--- src/rtl/mpu_chk_pkg.sv ---
package mpu_chk_pkg;
  localparam int ADDR_W   = 32;
  localparam int BASE_LSB = 5;
  localparam int BASE_W   = ADDR_W - BASE_LSB;
  localparam int SZ_W     = 5;
  localparam int AP_W     = 3;
  localparam int SUB_N    = 8;
  localparam logic [SZ_W-1:0] SZ_MIN     = 5'd4;
  localparam logic [SZ_W-1:0] SZ_SUB_MIN = 5'd7;

  typedef enum logic [1:0] {
    ACC_LOAD  = 2'b00,
    ACC_STORE = 2'b01,
    ACC_FETCH = 2'b10,
    ACC_ALT   = 2'b11
  } acc_kind_e;

  typedef struct packed {
    logic [2:0] mtype;
    logic       c;
    logic       b;
    logic       s;
  } rgn_attr_t;

  typedef struct packed {
    logic pr;
    logic pw;
    logic ur;
    logic uw;
  } rights_t;

  function automatic rights_t decode_ap(input logic [AP_W-1:0] ap);
    rights_t r;
    r = '0;
    case (ap)
      3'b001: begin r.pr = 1'b1; r.pw = 1'b1; end
      3'b010: begin r.pr = 1'b1; r.pw = 1'b1; r.ur = 1'b1; end
      3'b011: r = 4'b1111;
      3'b101: r.pr = 1'b1;
      3'b110: begin r.pr = 1'b1; r.ur = 1'b1; end
      default: r = '0;
    endcase
    return r;
  endfunction
endpackage

--- src/rtl/mpu_rgn_match.sv ---
module mpu_rgn_match
  import mpu_chk_pkg::*;
(
  input  logic [ADDR_W-1:0] addr,
  input  logic [BASE_W-1:0] base,
  input  logic [SZ_W-1:0]   size,
  input  logic              en,
  input  logic [SUB_N-1:0]  subdis,
  output logic              match
);
  logic [ADDR_W-1:0] base_full;
  logic [ADDR_W-1:0] diff;
  logic [SZ_W:0]     upper_sh;
  logic [SZ_W-1:0]   sub_sh;
  logic [ADDR_W-1:0] sub_bits;
  logic              upper_eq;
  logic              size_ok;
  logic              sub_on;
  logic              sub_off;

  always_comb begin
    base_full = {base, {BASE_LSB{1'b0}}};
    diff      = addr ^ base_full;
    upper_sh  = {1'b0, size} + 6'd1;
    upper_eq  = (diff >> upper_sh) == '0;
    size_ok   = size >= SZ_MIN;
    sub_on    = size >= SZ_SUB_MIN;
    sub_sh    = sub_on ? (size - 5'd2) : 5'd0;
    sub_bits  = addr >> sub_sh;
    sub_off   = sub_on && subdis[sub_bits[2:0]];
    match     = en && size_ok && upper_eq && !sub_off;
  end

  // invalid or disabled regions are never reported as matching
  always_comb begin
    if (!size_ok) a_r2_small_nomatch: assert (!match) else $error("R2 match on small size code");
    if (!en)      a_r3_off_nomatch:   assert (!match) else $error("R3 match on disabled region");
  end
endmodule

--- config.mk ---
export PLATFORM = sky130hd
export DESIGN_NAME = mpu_rgn_match
export DESIGN_NICKNAME = d
export VERILOG_FILES = /design/src/rtl/mpu_chk_pkg.sv /design/src/rtl/mpu_rgn_match.sv
export SDC_FILE = /design/constraint.sdc
export NUM_CORES = 1
export LEC_CHECK = 0
export BUFFER_PORTS_ARGS = -buffer_cell sky130_fd_sc_hd__buf_2
export CAP_MARGIN = 10
export CORE_ASPECT_RATIO = 0.75
export CORE_MARGIN = 10
export CORE_UTILIZATION = 23
export DETAILED_ROUTE_END_ITERATION = 8
export PLACE_DENSITY = 0.44
export SYNTH_ARGS = -nofsm -noshare
export SYNTH_HDL_FRONTEND = slang
export SYNTH_SLANG_ARGS = --single-unit
--- constraint.sdc ---
create_clock -name vclk -period 7.5
set_input_delay 1.125 -clock vclk [all_inputs]
set_output_delay 1.125 -clock vclk [all_outputs]
set_load 0.02 [all_outputs]
# == Word-level counts from Yosys, hierarchy flattened ==
# Index checks and enable logic that the tools add are counted.
# classes
muxes,3
bitwise,1
n_shift,2
reduce_logical,6
add_sub_neg,2
order_cmp,3
# op_table
cell,count
$logic_not A32 Y1,1
$shr A32 B5 Y3,1
$shr A32 B6 Y32,1
$xor A32 B32 Y32,1
$ge A5 B3 Y1 const B,2
$add A5 B1 Y6 const B,1
$mux W5,1
$sub A5 B2 Y5 const B,1
$logic_and A1 B1 Y1,4
$lt A3 B4 Y1 const B,1
$bmux W1 S3,1
$logic_not A1 Y1,1
$mux W1,1
# word_totals
output_inout_bits,1
register_bits,0

# == Longest topological paths before layout ==
# Gate-level depths: netlist of the first run.
# logic_depth
depth_word,8
ltp_mapped,14
depth_no_buf,11

# == Least setup slack after synthesis of the first run ==
# No wires, ideal clock.
# synth_timing
kind,input to output
startpoint,input port size[1]
endpoint,output port match
t_arrival_ns,3.990
required_time_ns,6.375
cell_stages,13
path_slack_ns,2.385
path_cell_list,buf_4 > inv_1 > clkbuf_1 > ha_1 > clkbuf_1 > or4_1 > o311ai_0 > a31oi_1 > nor3b_2 > nor2_2 > a2111oi_2 > a211oi_1 > a31oi_1
# synth_between
elab_chain_len,8
word_cells_on_any_way,15
classes_between,add/sub (2); order compare (2); shift (2); mux (3); reduce/logical (6)
# synth_rtl
item,line,rtl
start: declaration,mpu_rgn_match.sv:6,"input logic [SZ_W-1:0] size,"
$sub A5 B2 Y5 or $ge A5 B3 Y1 (tied branches),"mpu_rgn_match.sv:28, mpu_rgn_match.sv:27",
$mux W5,mpu_rgn_match.sv:28,sub_sh = sub_on ? (size - 5'd2) : 5'd0;
$shr A32 B5 Y3,mpu_rgn_match.sv:29,sub_bits = addr >> sub_sh;
$bmux W1 S3,mpu_rgn_match.sv:30,sub_off = sub_on && subdis[sub_bits[2:0]];
$mux W1 (implied by the code),mpu_rgn_match.sv:30,
$logic_and A1 B1 Y1,mpu_rgn_match.sv:30,
$logic_not A1 Y1,mpu_rgn_match.sv:31,match = en && size_ok && upper_eq && !sub_off;
$logic_and A1 B1 Y1 (*),mpu_rgn_match.sv:31,
end: declaration,mpu_rgn_match.sv:9,output logic match
# Mark *: on every way between the ends. The rest lies on a longest branch, timed or not. The select of a mux whose other input is x is not followed.

# == Worst setup path after layout of the first run ==
# Same ends and word-level chain as after synthesis.

==> impl_metrics.xml, run 1 <==
<?xml version="1.0" encoding="UTF-8"?>
<metrics>
  <group name="critical_path">
    <metric name="timing.critical_path.cells" unit="">buf_2 &gt; ha_1 &gt; a2111oi_4 &gt; nor2_2 &gt; buf_4 &gt; mux2i_1 &gt; o21ai_0 &gt; o22ai_1 &gt; nor2_2 &gt; a2111oi_2 &gt; a211oi_1 &gt; a31oi_1 &gt; buf_2</metric>
    <metric name="path_depth" unit="">13</metric>
    <metric name="critical-path-max-stage-delay" unit="ns">0.60</metric>
    <metric name="critPathLaunchType" unit="">input pin</metric>
    <metric name="critical-path-top-delay-family" unit="">compound AO/OA/AOI/OAI gates</metric>
    <metric name="critPathBufInv" unit="">3</metric>
    <metric name="cp-endpoint" unit="">match</metric>
    <metric name="critical_path_endpoint_category" unit="">primary output</metric>
    <metric name="timing.critical_path.fanout_max" unit="">42</metric>
    <metric name="worst-setup-path-type" unit="">in -&gt; out</metric>
    <metric name="critPathLaunch" unit="">size[1]</metric>
    <metric name="required_time_worst_endpoint" unit="ns">6.38</metric>
    <metric name="crit_slowest_cell" unit="">sky130_fd_sc_hd__buf_2</metric>
    <metric name="timing.critical_path.arrival" unit="ns">4.81</metric>
  </group>
  <group name="route">
    <metric name="wirelength" unit="mm">10.9</metric>
    <metric name="via_density_per_instance" unit="">5.84</metric>
    <metric name="detailroute.via_count" unit="">2972</metric>
    <metric name="drt_pass1_iterations" unit="">5</metric>
    <metric name="drt-initial-drc-count" unit="">271</metric>
    <metric name="route.antenna.remaining_nets" unit="">0</metric>
    <metric name="wl_per_cell" unit="um">21.3</metric>
    <metric name="post_route_drc_violation_count" unit="">0</metric>
  </group>
  <group name="pwr">
    <metric name="sequentialPowerShare" unit="%">0</metric>
    <metric name="swShare" unit="%">61.5</metric>
    <metric name="power.combinational.fraction" unit="%">100.0</metric>
    <metric name="vdd_ir_drop_max" unit="uV">24.5</metric>
    <metric name="power.leakage" unit="nW">1.06</metric>
    <metric name="pwr-share-clk" unit="%">0</metric>
    <metric name="cell_internal_pwr" unit="W">0.0000798</metric>
    <metric name="power_density" unit="mW/mm2">76.5</metric>
    <metric name="switchingPower" unit="W">0.000127</metric>
  </group>
  <group name="grt">
    <metric name="first_global_vias" unit="">2880</metric>
    <metric name="globalRouteOverflowTotal" unit="">0</metric>
    <metric name="initial_antenna_violation_count" unit="">0</metric>
    <metric name="grt_start_max_net_pins" unit="">43</metric>
    <metric name="grt_first_pass_wirelength" unit="mm">16.9</metric>
    <metric name="grtUsageTotal" unit="%">14.1</metric>
  </group>
  <group name="clocking">
    <metric name="post_cts_buffers" unit="">0</metric>
    <metric name="holdBufCountCts" unit="">0</metric>
    <metric name="post_cts.resized_instances" unit="">0</metric>
  </group>
  <group name="place">
    <metric name="port_buffers" unit="">74</metric>
    <metric name="detailed_place_hpwl" unit="mm">8.65</metric>
    <metric name="gpl.final_weighted_congestion" unit="">0.932</metric>
    <metric name="placed_area" unit="mm2">0.00271</metric>
  </group>
  <group name="finish">
    <metric name="clock_buffers" unit="">0</metric>
    <metric name="layout-drive-gt1-share" unit="%">27.6</metric>
    <metric name="num_antenna_cells" unit="">0</metric>
    <metric name="seq_cells" unit="">0</metric>
    <metric name="areaGrowthSynthToFinish" unit="%">18.6</metric>
    <metric name="sequential_cell_area" unit="um2">0</metric>
    <metric name="fin_nets" unit="">454</metric>
    <metric name="total_non_filler_cell_area_in_the_finished_layout" unit="mm2">0.00271</metric>
  </group>
  <group name="synth">
    <metric name="main_combinational_cell_family_by_area_after_synthesis" unit="">compound AO/OA/AOI/OAI gates</metric>
    <metric name="synthXorXnorAreaFrac" unit="%">12.2</metric>
    <metric name="yosys-mux-area-fraction" unit="%">13.4</metric>
    <metric name="post_synth_instance_area" unit="mm2">0.00229</metric>
    <metric name="cell_variety_after_synth" unit="">74</metric>
    <metric name="syn_avg_cell_area" unit="um2">7.08</metric>
    <metric name="syn-instance-count" unit="">323</metric>
    <metric name="synthesis.nets" unit="">398</metric>
    <metric name="yosysSeqAreaShare" unit="%">0</metric>
    <metric name="synth_compound_gate_area_share" unit="%">39.4</metric>
    <metric name="synth-simple-area-share" unit="%">25.9</metric>
    <metric name="synth_warnings" unit="">0</metric>
    <metric name="synthAdderAreaFrac" unit="%">1.09</metric>
  </group>
  <group name="sta">
    <metric name="setup_repair_after_global_routing_missed_its_margin" unit="">false</metric>
    <metric name="final-hold-violation-count" unit="">0</metric>
    <metric name="count_of_pins_over_their_slew_limit" unit="">0</metric>
    <metric name="timing.slew.headroom" unit="%">29.6</metric>
    <metric name="max_freq" unit="GHz">0.168</metric>
    <metric name="finalWorstPathRequiredPeriod" unit="ns">5.94</metric>
    <metric name="setup_violations" unit="">0</metric>
    <metric name="timing.setup.tns" unit="ns">0</metric>
    <metric name="max_slew.worst_pin.slew" unit="ns">1.03</metric>
    <metric name="final_min_period_over_clock_period" unit="%">79.2</metric>
  </group>
  <group name="die">
    <metric name="rows" unit="">31</metric>
    <metric name="initial_core_utilization" unit="%">23.7</metric>
    <metric name="io_pins" unit="">74</metric>
    <metric name="die_area" unit="mm2">0.0144</metric>
    <metric name="fp.coreArea" unit="mm2">0.00966</metric>
    <metric name="chipWidth" unit="um">135</metric>
    <metric name="die_y" unit="um">106</metric>
  </group>
  <group name="outcome">
    <metric name="status" unit="">finished clean</metric>
  </group>
  <group name="job">
    <metric name="maxCapViolations" unit="">0</metric>
  </group>
  <group name="hold_path">
    <metric name="min_path_type" unit="">in -&gt; out</metric>
  </group>
</metrics>
[Yosys cell counts, drive strengths merged, types with 3 or more instances]
cell	n	share of area, %
a32oi	3	1.1
a31oi	7	1.9
o21a	4	1.3
o221ai	5	1.9
mux2	4	2.0
and2	3	0.82
nor2b	3	0.82
xnor2	13	5.0
clkbuf	3	0.49
a211oi	10	4.1
a311oi	6	2.3
a221oi	5	2.2
nor2	18	3.2
o21ai	14	3.1
nand2	38	6.6
o22ai	4	1.1
a22oi	4	1.5
o211ai	4	1.3
inv	7	1.1
buf	23	6.3
o311ai	5	1.9
nor3	15	3.5
xor2	18	7.2
and3	5	1.6
a2111oi	6	4.5
mux2i	26	11
a21oi	14	3.2
nand3	18	3.9
[power by group through the flow]
stage	registers (W)	logic [W]	clock network [W]
2_1_floorplan	0	0.000137	0
3_5_place_dp	0	0.000202	0
3_3_place_gp	0	0.000204	0
6_report	0	0.000207	0
5_1_grt	0	0.000226	0
4_1_cts	0	0.000203	0
[per-layer routing]
layer | vias up | global-route usage, % | share of wire (%) | wire length (um)
met3 | 11 | 3.29 | 11 | 1140
met4 | 0 | 1.15 | 0.83 | 90
li1 | 1366 | - | - | -
met2 | 190 | 19.4 | 39 | 4220
met1 | 1405 | 21.9 | 50 | 5400
met5 | - | 0 | 0 | 0
[metrics by stage]
| step | total power [W] | utilization, % | hold WS (ns) | cells | worst slack [ns] |
|---|---|---|---|---|---|
| 3_5_place_dp | 0.000202 | 28.1 | 2.71 | 509 | 1.64 |
| 3_3_place_gp | 0.000204 | 28.1 | 2.69 | 509 | 1.66 |
| 4_1_cts | 0.000203 | 28.1 | 2.71 | 509 | 1.63 |
| 6_report | 0.000207 | 28.1 | 2.71 | 509 | 1.56 |
| 2_1_floorplan | 0.000137 | - | 2.48 | 323 | 2.39 |
| 5_1_grt | 0.000226 | 28.1 | 2.74 | 509 | 1.24 |
[area by class of cell]
type / count / area, um2
Timing Repair Buffer: 80 / 415
Tap cell: 132 / 165
Multi-Input combinational cell: 290 / 2100
Inverter: 7 / 26.3
Fill cell: 1093 / 6950
[cell families (layout without fill, tap and decap cells)]
logic type	count (synthesis)	in the layout
multiplexers	30	30
AND/OR/NAND/NOR	116	116
adder cells (fa/ha/maj)	2	2
buffers and inverters	33	87
XOR/XNOR	31	31
AO/OA/AOI/OAI	111	111
[placed cells by master (no fill, tap or decap), types with 5 or more instances in the layout]
cell	Yosys	final
sky130_fd_sc_hd__buf_4	3	6
sky130_fd_sc_hd__xnor2_1	13	13
sky130_fd_sc_hd__o221ai_1	5	5
sky130_fd_sc_hd__mux2i_1	26	26
sky130_fd_sc_hd__nand3_1	18	18
sky130_fd_sc_hd__nor3_1	14	14
sky130_fd_sc_hd__xor2_1	17	17
sky130_fd_sc_hd__buf_2	14	74
sky130_fd_sc_hd__inv_1	6	6
sky130_fd_sc_hd__a211oi_1	8	8
sky130_fd_sc_hd__a21oi_1	13	13
sky130_fd_sc_hd__nor2_1	16	16
sky130_fd_sc_hd__nand2_1	37	37
sky130_fd_sc_hd__a311oi_1	6	6
sky130_fd_sc_hd__o21ai_0	13	13
sky130_fd_sc_hd__a31oi_1	7	7
[worst min path at each step]
stage / from / to / cells after the start
floorplan: en / match / 3
global placement: subdis[5] / match / 5
detailed placement: subdis[5] / match / 5
CTS: subdis[5] / match / 5
global route: subdis[7] / match / 5
finish: subdis[5] / match / 5
No activity file was read; power rests on OpenSTA's default activity.
==> inputs of run 2 (changes only) <==
--- a/config.mk
+++ b/config.mk
@@ -5,6 +5,7 @@
 export SDC_FILE = /design/constraint.sdc
 export NUM_CORES = 1
 export LEC_CHECK = 0
+export ABC_AREA = 1
 export BUFFER_PORTS_ARGS = -buffer_cell sky130_fd_sc_hd__buf_2
 export CAP_MARGIN = 10
 export CORE_ASPECT_RATIO = 0.75
==> constraint.sdc (replaced) <==
create_clock -name vclk -period 5.6
set_input_delay 0.84 -clock vclk [all_inputs]
set_output_delay 0.84 -clock vclk [all_outputs]
set_load 0.02 [all_outputs]
==> run 2 against run 1 <==
Net effect:
- utilization down 0.65 points
- power up 40%
- setup slack worse by 0.51 ns
- combinational power up 40%
- highest routed layer unchanged
==> impl_metrics.xml, run 2 <==
<?xml version="1.0" encoding="UTF-8"?>
<metrics>
  <group name="grt">
    <metric name="globalRouteOverflowTotal" unit="">0</metric>
    <metric name="first_global_vias" unit="">2921</metric>
    <metric name="grtUsageTotal" unit="%">11.9</metric>
    <metric name="grt_start_max_net_pins" unit="">38</metric>
    <metric name="grt_first_pass_wirelength" unit="mm">15.5</metric>
    <metric name="initial_antenna_violation_count" unit="">0</metric>
  </group>
  <group name="route">
    <metric name="wl_per_cell" unit="um">14.9</metric>
    <metric name="via_density_per_instance" unit="">4.91</metric>
    <metric name="drt-initial-drc-count" unit="">400</metric>
    <metric name="route.antenna.remaining_nets" unit="">0</metric>
    <metric name="drt_pass1_iterations" unit="">5</metric>
    <metric name="wirelength" unit="mm">9.96</metric>
    <metric name="post_route_drc_violation_count" unit="">0</metric>
    <metric name="detailroute.via_count" unit="">3287</metric>
  </group>
  <group name="finish">
    <metric name="final.fill_count" unit="">1228</metric>
    <metric name="multi_input_gate_area_in_the_final_layout" unit="mm2">0.00213</metric>
    <metric name="final_cell_mix" unit="">173 x sky130_fd_sc_hd__nand2_1, 96 x sky130_fd_sc_hd__nand3_1, 74 x sky130_fd_sc_hd__buf_2</metric>
    <metric name="sequential_cell_area" unit="um2">0</metric>
    <metric name="seq_cells" unit="">0</metric>
    <metric name="final_core_utilization" unit="%">27.4</metric>
    <metric name="num_antenna_cells" unit="">0</metric>
    <metric name="layout-drive-gt1-share" unit="%">18.2</metric>
    <metric name="final_common_cell" unit="">sky130_fd_sc_hd__nand2_1</metric>
    <metric name="clock_buffers" unit="">0</metric>
    <metric name="total_non_filler_cell_area_in_the_finished_layout" unit="mm2">0.00283</metric>
    <metric name="areaGrowthSynthToFinish" unit="%">15.5</metric>
    <metric name="fin_nets" unit="">610</metric>
  </group>
  <group name="outcome">
    <metric name="status" unit="">finished clean</metric>
  </group>
  <group name="synth">
    <metric name="synth_warnings" unit="">0</metric>
    <metric name="post_synth_instance_area" unit="mm2">0.00245</metric>
    <metric name="syn_avg_cell_area" unit="um2">5.05</metric>
    <metric name="synth_top_cell_by_area" unit="">sky130_fd_sc_hd__nand2_1</metric>
    <metric name="synth_largest_type_area_fraction" unit="%">26.5</metric>
    <metric name="synthTopCellsByCount" unit="">173 x sky130_fd_sc_hd__nand2_1, 96 x sky130_fd_sc_hd__nand3_1, 35 x sky130_fd_sc_hd__inv_1, 32 x sky130_fd_sc_hd__o21ai_0, 20 x sky130_fd_sc_hd__nor2_1</metric>
    <metric name="yosysMostFrequentCell" unit="">sky130_fd_sc_hd__nand2_1</metric>
    <metric name="synth_area_leaders" unit="">sky130_fd_sc_hd__nand2_1 26%, sky130_fd_sc_hd__nand3_1 20%, sky130_fd_sc_hd__o21ai_0 6.5%</metric>
    <metric name="cell_variety_after_synth" unit="">36</metric>
    <metric name="syn-instance-count" unit="">485</metric>
    <metric name="yosysSeqAreaShare" unit="%">0</metric>
    <metric name="synthesis.nets" unit="">560</metric>
  </group>
  <group name="die">
    <metric name="rows" unit="">32</metric>
    <metric name="fp.coreArea" unit="mm2">0.0103</metric>
    <metric name="initial_core_utilization" unit="%">23.7</metric>
    <metric name="die_y" unit="um">109</metric>
    <metric name="die_area" unit="mm2">0.0152</metric>
    <metric name="chipWidth" unit="um">139</metric>
    <metric name="io_pins" unit="">74</metric>
  </group>
  <group name="sta">
    <metric name="max_slew.worst_pin.slew" unit="ns">0.657</metric>
    <metric name="timing.setup.tns" unit="ns">0</metric>
    <metric name="timing.slew.headroom" unit="%">56.2</metric>
    <metric name="finalWorstPathRequiredPeriod" unit="ns">4.55</metric>
    <metric name="max_freq" unit="GHz">0.220</metric>
    <metric name="final-hold-violation-count" unit="">0</metric>
    <metric name="count_of_pins_over_their_slew_limit" unit="">0</metric>
    <metric name="setup_repair_after_global_routing_missed_its_margin" unit="">false</metric>
    <metric name="setup_violations" unit="">0</metric>
    <metric name="final_min_period_over_clock_period" unit="%">81.3</metric>
  </group>
  <group name="critical_path">
    <metric name="required_time_worst_endpoint" unit="ns">4.76</metric>
    <metric name="timing.critical_path.fanout_max" unit="">34</metric>
    <metric name="critical_path_endpoint_category" unit="">primary output</metric>
    <metric name="critPathLaunchType" unit="">input pin</metric>
    <metric name="timing.critical_path.arrival" unit="ns">3.71</metric>
    <metric name="worst-setup-path-type" unit="">in -&gt; out</metric>
  </group>
  <group name="place">
    <metric name="gpl.final_weighted_congestion" unit="">0.941</metric>
    <metric name="placed_area" unit="mm2">0.00283</metric>
    <metric name="port_buffers" unit="">74</metric>
    <metric name="detailed_place_hpwl" unit="mm">8.33</metric>
  </group>
  <group name="pwr">
    <metric name="vdd_ir_drop_max" unit="uV">26.5</metric>
    <metric name="power_density" unit="mW/mm2">102</metric>
    <metric name="power.leakage" unit="nW">1.47</metric>
  </group>
  <group name="hold_path">
    <metric name="min_path_type" unit="">in -&gt; out</metric>
  </group>
  <group name="job">
    <metric name="maxCapViolations" unit="">0</metric>
  </group>
  <group name="clocking">
    <metric name="post_cts.resized_instances" unit="">0</metric>
    <metric name="post_cts_buffers" unit="">0</metric>
    <metric name="holdBufCountCts" unit="">0</metric>
  </group>
</metrics>
[run 2: worst max-delay path, stage by stage]
cell and delay, ns:
sky130_fd_sc_hd__buf_2 0.47, sky130_fd_sc_hd__inv_2 0.38, sky130_fd_sc_hd__ha_1 0.43, sky130_fd_sc_hd__nor2_4 0.35, sky130_fd_sc_hd__inv_2 0.20, sky130_fd_sc_hd__nand3_1 0.17
sky130_fd_sc_hd__nand3_1 0.11, sky130_fd_sc_hd__nand3_2 0.14, sky130_fd_sc_hd__nand2_2 0.09, sky130_fd_sc_hd__nand2_1 0.07, sky130_fd_sc_hd__nand3_1 0.06, sky130_fd_sc_hd__nand3_1 0.09
sky130_fd_sc_hd__nand3_1 0.06, sky130_fd_sc_hd__nand2_1 0.06, sky130_fd_sc_hd__inv_1 0.03, sky130_fd_sc_hd__buf_2 0.14
[run 2: area by class of cell]
type | instances | share of cell area, %
multi-input cells | 416 | 75.1
repair buffers | 75 | 13.3
well taps | 136 | 6.01
inverters | 42 | 5.57
[run 2: metrics by stage]
step                      total power (W)  hold WS [ns]  setup WS [ns]  instances
after floorplan                  0.000206          1.96           1.91        485
after global placement           0.000287          2.24           1.15        669
after detailed placement         0.000286          2.23           1.10        669
after CTS                        0.000287          2.23           1.10        669
after global routing             0.000325          2.26          0.743        669
final                            0.000290          2.21           1.05        669
[run 2: path summary, 6_finish.rpt]
path | from | to | slack, ns | cells past startpoint
setup / recovery | size[1] | match | 1.05 | 16
hold / removal | en | match | 2.21 | 8
[run 2: power by group]
part           switching, W  total (W)  internal [W]
sequential                0          0             0
clock                     0          0             0
combinational      0.000188   0.000290      0.000102
[run 2: kinds of logic after synthesis]
| kind of cell | synth area share (%) |
|---|---|
| fa+ha+maj | 1.02 |
| mux | 1.63 |
| simple gates | 59.9 |
| buf+inv | 13.3 |
| compound gates | 14.2 |
| xor+xnor | 10.0 |
[run 2: per-layer routing]
metal	vias to the layer above	part of all wire, %	GRT usage, %
met5	-	0	0
met4	0	1.4	1.56
met3	8	8.7	1.90
met2	167	39	16.9
met1	1421	51	18.5
li1	1691	-	-
